### config.mk
export PLATFORM = sky130hd
export DESIGN_NAME = debruijn_counter
export DESIGN_NICKNAME = d
export VERILOG_FILES = /design/src/rtl/dbc_pkg.sv /design/src/rtl/dbc_tap_xor.sv /design/src/rtl/dbc_zero_detect.sv /design/src/rtl/dbc_shift_reg.sv /design/src/rtl/debruijn_counter.sv
export SDC_FILE = /design/constraint.sdc
export NUM_CORES = 1
export LEC_CHECK = 0
export ABC_CLOCK_PERIOD_IN_PS = 2400
export BUFFER_PORTS_ARGS = -buffer_cell sky130_fd_sc_hd__buf_2
export CORE_AREA = 5 5 42 44
export DETAILED_ROUTE_END_ITERATION = 16
export DIE_AREA = 0 0 47 49
export PLACE_DENSITY_LB_ADDON = 0.05
export SYNTH_ARGS = -nofsm -noshare
export SYNTH_HDL_FRONTEND = slang
export SYNTH_SLANG_ARGS = --single-unit
### constraint.sdc
create_clock -name clk -period 2.4 [get_ports clk]
set_clock_uncertainty 0.15 [all_clocks]
set_input_delay 0.24 -clock clk [delete_from_list [all_inputs] [get_ports clk]]
set_output_delay 0.24 -clock clk [all_outputs]
set_load 0.02 [all_outputs]
### src/rtl/dbc_pkg.sv
package dbc_pkg;

    // Action taken by the state register at a clock edge, in priority order.
    typedef enum logic [1:0] {
        OP_RESET = 2'd0,
        OP_LOAD  = 2'd1,
        OP_STEP  = 2'd2,
        OP_HOLD  = 2'd3
    } step_op_e;

    // Inputs that decide the register action, kept together.
    typedef struct packed {
        logic rst;
        logic load;
        logic en;
    } ctrl_t;

    // Select the action: reset over load over step over hold.
    function automatic step_op_e select_op(input ctrl_t c);
        if (c.rst)       return OP_RESET;
        else if (c.load) return OP_LOAD;
        else if (c.en)   return OP_STEP;
        else             return OP_HOLD;
    endfunction

    // Tap mask for a right-shifting Fibonacci register. Bit i set means that
    // stage i (0 = rightmost, oldest) takes part in the linear feedback.
    // Each mask is a primitive polynomial, so the plain register has the
    // maximal 2^w-1 cycle.
    function automatic logic [31:0] tap_mask(input int unsigned w);
        case (w)
            2:       return 32'h0000_0003;
            3:       return 32'h0000_0003;
            4:       return 32'h0000_0003;
            5:       return 32'h0000_0005;
            6:       return 32'h0000_0003;
            7:       return 32'h0000_0003;
            8:       return 32'h0000_001D;
            9:       return 32'h0000_0011;
            10:      return 32'h0000_0009;
            11:      return 32'h0000_0005;
            15:      return 32'h0000_0003;
            16:      return 32'h0000_100B;
            default: return 32'h0000_0000;
        endcase
    endfunction

endpackage

### src/rtl/dbc_tap_xor.sv
// Linear part of the feedback: XOR of the stages selected by TAPS.
module dbc_tap_xor #(
    parameter int unsigned WIDTH = 4,
    parameter logic [WIDTH-1:0] TAPS = 4'b0011
) (
    input  logic [WIDTH-1:0] state,
    output logic             lin_bit
);
    logic [WIDTH:0] chain;

    assign chain[0] = 1'b0;

    for (genvar i = 0; i < WIDTH; i++) begin : g_tap
        if (TAPS[i]) begin : g_used
            assign chain[i+1] = chain[i] ^ state[i];
        end else begin : g_skip
            assign chain[i+1] = chain[i];
        end
    end

    assign lin_bit = chain[WIDTH];
endmodule

### src/rtl/dbc_zero_detect.sv
// Flags that every stage except the rightmost holds zero.
module dbc_zero_detect #(
    parameter int unsigned WIDTH = 4
) (
    input  logic [WIDTH-1:0] state,
    output logic             upper_zero
);
    logic [WIDTH-1:0] any_set;

    assign any_set[0] = 1'b0;

    for (genvar i = 1; i < WIDTH; i++) begin : g_or
        assign any_set[i] = any_set[i-1] | state[i];
    end

    assign upper_zero = ~any_set[WIDTH-1];
endmodule

### src/rtl/dbc_shift_reg.sv
// State register: reset, load, right shift with new bit on the left, or hold.
module dbc_shift_reg
    import dbc_pkg::*;
#(
    parameter int unsigned WIDTH = 4,
    parameter logic [WIDTH-1:0] SEED = 4'b0001
) (
    input  logic             clk,
    input  ctrl_t            ctrl,
    input  logic [WIDTH-1:0] seed_in,
    input  logic             fb_bit,
    output logic [WIDTH-1:0] state
);
    step_op_e         op;
    logic [WIDTH-1:0] shifted;

    assign op      = select_op(ctrl);
    assign shifted = {fb_bit, state[WIDTH-1:1]};

    always_ff @(posedge clk) begin
        case (op)
            OP_RESET: state <= SEED;
            OP_LOAD:  state <= seed_in;
            OP_STEP:  state <= shifted;
            default:  state <= state;
        endcase
    end
endmodule

### src/rtl/debruijn_counter.sv
// Full-period counter: maximal-length shift register plus zero splice.
module debruijn_counter
    import dbc_pkg::*;
#(
    parameter int unsigned WIDTH = 4,
    parameter logic [WIDTH-1:0] SEED = {{(WIDTH-1){1'b0}}, 1'b1}
) (
    input  logic             clk,
    input  logic             rst,
    input  logic             en,
    input  logic             load,
    input  logic [WIDTH-1:0] seed_in,
    output logic [WIDTH-1:0] state_q,
    output logic             serial_q
);
    localparam logic [31:0]      TAP_FULL = tap_mask(WIDTH);
    localparam logic [WIDTH-1:0] TAPS     = TAP_FULL[WIDTH-1:0];

    ctrl_t ctrl;
    logic  lin_bit;
    logic  upper_zero;
    logic  fb_bit;

    assign ctrl = '{rst: rst, load: load, en: en};

    dbc_tap_xor #(.WIDTH(WIDTH), .TAPS(TAPS)) u_taps (
        .state   (state_q),
        .lin_bit (lin_bit)
    );

    dbc_zero_detect #(.WIDTH(WIDTH)) u_zdet (
        .state      (state_q),
        .upper_zero (upper_zero)
    );

    // The zero flag flips the feedback in exactly two states:
    // 0..01 -> 0..00 instead of 10..0, and 0..00 -> 10..0 instead of stuck.
    assign fb_bit = lin_bit ^ upper_zero;

    dbc_shift_reg #(.WIDTH(WIDTH), .SEED(SEED)) u_reg (
        .clk     (clk),
        .ctrl    (ctrl),
        .seed_in (seed_in),
        .fb_bit  (fb_bit),
        .state   (state_q)
    );

    assign serial_q = state_q[0];
endmodule

Word level (Yosys, flattened, before mapping). Index checks and enable logic that the tools add are counted.

Flip-flop bits (word level): 4. Input port bits: 8. Output and inout port bits: 5. Word-level logic and storage cells: 14.

Eq/ne operators: 2. Mux-type cells: 4. Bitwise operators: 5. Reduce and logical (&&, ||, !) cells: 2.

Operators with widths (number): 4-bit one-hot mux with 3 select lines (1); 2-bit two-way mux (2); 3-bit nonzero test (1); 2-bit by 1-bit == test with 1-bit output (second input constant) (1); 2-bit == test (second input constant) (1); 2-bit zero test (1); 1-bit bitwise OR (2); 1-bit XOR (2); 1-bit two-way mux (1); 1-bit inverter (1).

Longest topological paths before layout.
Depth after elaboration: 5. Mapped depth: 3. Gate-level depth less buffers: 3.

Cells and area by module. Synthesis repeated with hierarchy kept, for this count alone.

Cell total of the unflattened synthesis: 17. Area total of the unflattened synthesis: 226.5 um^2.

By module, submodules not included: dbc_shift_reg (instances 1, cells each 13, area each 191.4 um^2, seq. area each 120.1 um^2); debruijn_counter (instances 1, cells each 2, area each 16.3 um^2, seq. area each 0.0 um^2); dbc_zero_detect (instances 1, cells each 1, area each 10.0 um^2, seq. area each 0.0 um^2); dbc_tap_xor (instances 1, cells each 1, area each 8.8 um^2, seq. area each 0.0 um^2).

Worst setup path after synthesis. OpenSTA, ideal clock, no wires.

Path kind: reg2reg. From: register u_reg.state[1]. To: register u_reg.state[3], data pin. Setup time: 0.265 ns. Data arrival time: 0.906 ns. Data required time: 1.985 ns. Slack: 1.079 ns. Cell stages (with the launch flop): 3. Buffers on the path: 0. Clock period less this slack: 1.321 ns. Cell sequence: edfxtp_1 o311ai_0 o21ai_0.

Cells in the longest elaborated chain, start to end: 5. Elaborated cells between the ends (all ways): 6. Classes of those cells: mux: 1; bitwise: 5.

RTL lines: start, declared (line dbc_shift_reg.sv:12) `output logic [WIDTH-1:0] state`; start signal, assigned (line dbc_shift_reg.sv:23) `OP_LOAD: state <= seed_in;`; start signal, assigned (line dbc_shift_reg.sv:24) `OP_STEP: state <= shifted;`; start signal, assigned (line dbc_shift_reg.sv:25) `default: state <= state;`; 1-bit bitwise OR (2 in series) (line dbc_zero_detect.sv:13) `assign any_set[i] = any_set[i-1] | state[i];`; 1-bit inverter (line dbc_zero_detect.sv:16) `assign upper_zero = ~any_set[WIDTH-1];`; 1-bit XOR (*) (line debruijn_counter.sv:38) `assign fb_bit = lin_bit ^ upper_zero;`; 4-bit one-hot mux with 3 select lines (*) (line dbc_shift_reg.sv:21) `case (op)`.

Mark *: on every way between the ends. The rest lies on a longest branch, timed or not. A chain may end at the register's enable or synchronous reset.

Worst setup path in the final report. Same ends and word-level chain as after synthesis.

==> reports/results.tsv <==
metric	value	unit
status	completed	
finalSetupViolations	0	
synthDistinctLibCells	12	
vdd_ir_drop_max	167	uV
cap_violations	0	
synth_nets	30	
postPlaceCellArea	299	sq um
num_rows	14	
clockBufferDepth	2	
p_seq_share	42.6	%
power	0.208	mW
drt_wl_total	642	microns
layout.nets	46	
netSwitchingPower	0.0534	mW
area_growth	42.0	%
intPower	0.155	mW
wl_per_cell	12.3	microns
cts_tree	yes	
die_h	49	microns
min_path_type	in -> reg	
pre_cts_ws	1.07	ns
largest_register	u_reg.state	
timing.final.crit_share	54.5	%
slew-limit-headroom	81.1	%
crit_buf_inv	0	
startpoint	u_reg.state[1]	
start_util	16.2	%
avgSynthCellArea	10.3	sq um
path_cells	o311ai_0 -> o21ai_0	
antenna_cells	0	
die_area	2300	sq um
grt_pass1_wl	966	microns
clk_latency	0.23	ns
postCtsSetupBuffers	0	
comb_power_share	17.4	%
pwr-share-clk	40.0	%
ys_seq_area_share	53.0	%
fmaxAchievable	765	MHz
ctsResizeCount	0	
cts-root-buf	clkbuf_4	
tns	0	ns
layout_common_cells	12 x buf_2, 4 x edfxtp_1	
path_clk_slew	0.04	ns
setup_ws	1.09	ns
ant_nets	0	
cp-start-kind	flip-flop	
worst_pin_slew	0.280	ns
worstPathMaxFanout	4	
drc_errors	0	
yosysWarnings	0	
largestRegisters	u_reg.state: 4 flops	
overflow	0	
antenna_found_initial	0	
leakagePower	0.136	nW
h-tree-depth	1	
drv_slew	0	
boundaryPins	13	
layout.cells.most_common	buf_2	
nFillCells	171	
hold_buffers	0	
whs	0.209	ns
ys_ff_latch	4	
grt_pass1_vias	205	
sw_frac_of_total	25.7	%
critPathTopFamily	compound AO/OA/AOI/OAI gates	
die_width	47	microns
multi_input_area	98.8	sq um
drive_gt1_share	44.4	%
grt_max_degree	10	
stdcell_area	322	sq um
vias	220	
hold_path_startpoint	rst	
hpwl	527	microns
register_area	120	sq um
layout_min_cycle_time	1.31	ns
netlist_area	226	sq um
worst_ep_arrival_time	1.13	ns
clkSinkCount	4	
p_per_area	647	nW/um^2
port_buffers	12	
crit_required	2.22	ns
track_usage	6.36	%
cts_inserted_buffers	3	
syn_inst	22	
gp_congestion	0.760	
worstSetupEndpointType	flip-flop	
vias_per_cell	4.23	
rsz0062_at_grt	false	
critPathKind	reg -> reg	
rr_startpoint	u_reg.state[1]	
critPathSlowestCell	edfxtp_1	
drtIter0Drc	2	
hold_viol	0	
drt-pass1-iter-count	2	
core_area	1400	sq um
max_stage_delay	0.42	ns
largest_reg_flops	4	
-- final timing paths --
check / to / slack (ns) / cells after the start
max: u_reg.state[3] / 1.09 / 2
min: u_reg.state[2] / 0.21 / 2
max reg2reg: u_reg.state[3] / 1.09 / 2
min reg2reg: u_reg.state[2] / 0.59 / 2
-- layout make-up --
class / count / area share (%)
flip-flops and latches: 4 / 37.4
multi-input cells: 17 / 30.7
repair buffers: 12 / 18.7
clock buffers: 3 / 7.00
well taps: 16 / 6.23
-- synth_stat cells --
master	instances	area (sq um)
edfxtp_1	4	120
a21oi_1	3	15.0
nand3b_1	3	22.5
nor2_1	3	11.3
nand2_1	2	7.51
and2b_1	1	7.51
buf_4	1	7.51
o21a_1	1	7.51
o21ai_0	1	5.00
o311ai_0	1	8.76
or2_1	1	6.26
or3_2	1	7.51
-- through the flow --
stage / instances / utilization, %
final: 52 / 22.9
after global placement: 49 / 21.3
after CTS: 52 / 22.9
after global routing: 52 / 22.9
after floorplan: 22 / -
after detailed placement: 49 / 21.3
-- logic make-up (layout without fill, tap and decap cells) --
logic type             after synthesis  count (layout)  share of synthesized area, %
AND/OR/NAND/NOR                     11              11                          27.6
AO/OA/AOI/OAI                        6               6                          16.0
flip-flops                           4               4                          53.0
buffers and inverters                1              15                          3.32
-- worst register-to-register path, cell delays in order, from the launching register on --
cell and delay, ns:
edfxtp_1 0.42, o311ai_0 0.34, o21ai_0 0.14
-- power by group through the flow --
stage | Combinational, mW | Clock, mW | Sequential [mW]
after CTS | 0.0368 | 0.0876 | 0.0889
final | 0.0363 | 0.0831 | 0.0887
after detailed placement | 0.0367 | 0 | 0.0899
after global routing | 0.0393 | 0.0895 | 0.0899
after floorplan | 0.0139 | 0 | 0.0953
after global placement | 0.0367 | 0 | 0.0898
-- metal layers --
| metal | track usage, % | part of all wire (%) | routed length (microns) |
|---|---|---|---|
| met5 | 0 | 0 | 0 |
| met3 | 5.17 | 11 | 69 |
| met2 | 7.69 | 45 | 290 |
| met1 | 7.35 | 44 | 282 |
| met4 | 4.15 | 0 | 0 |
Power figures use the tool's default switching activity.
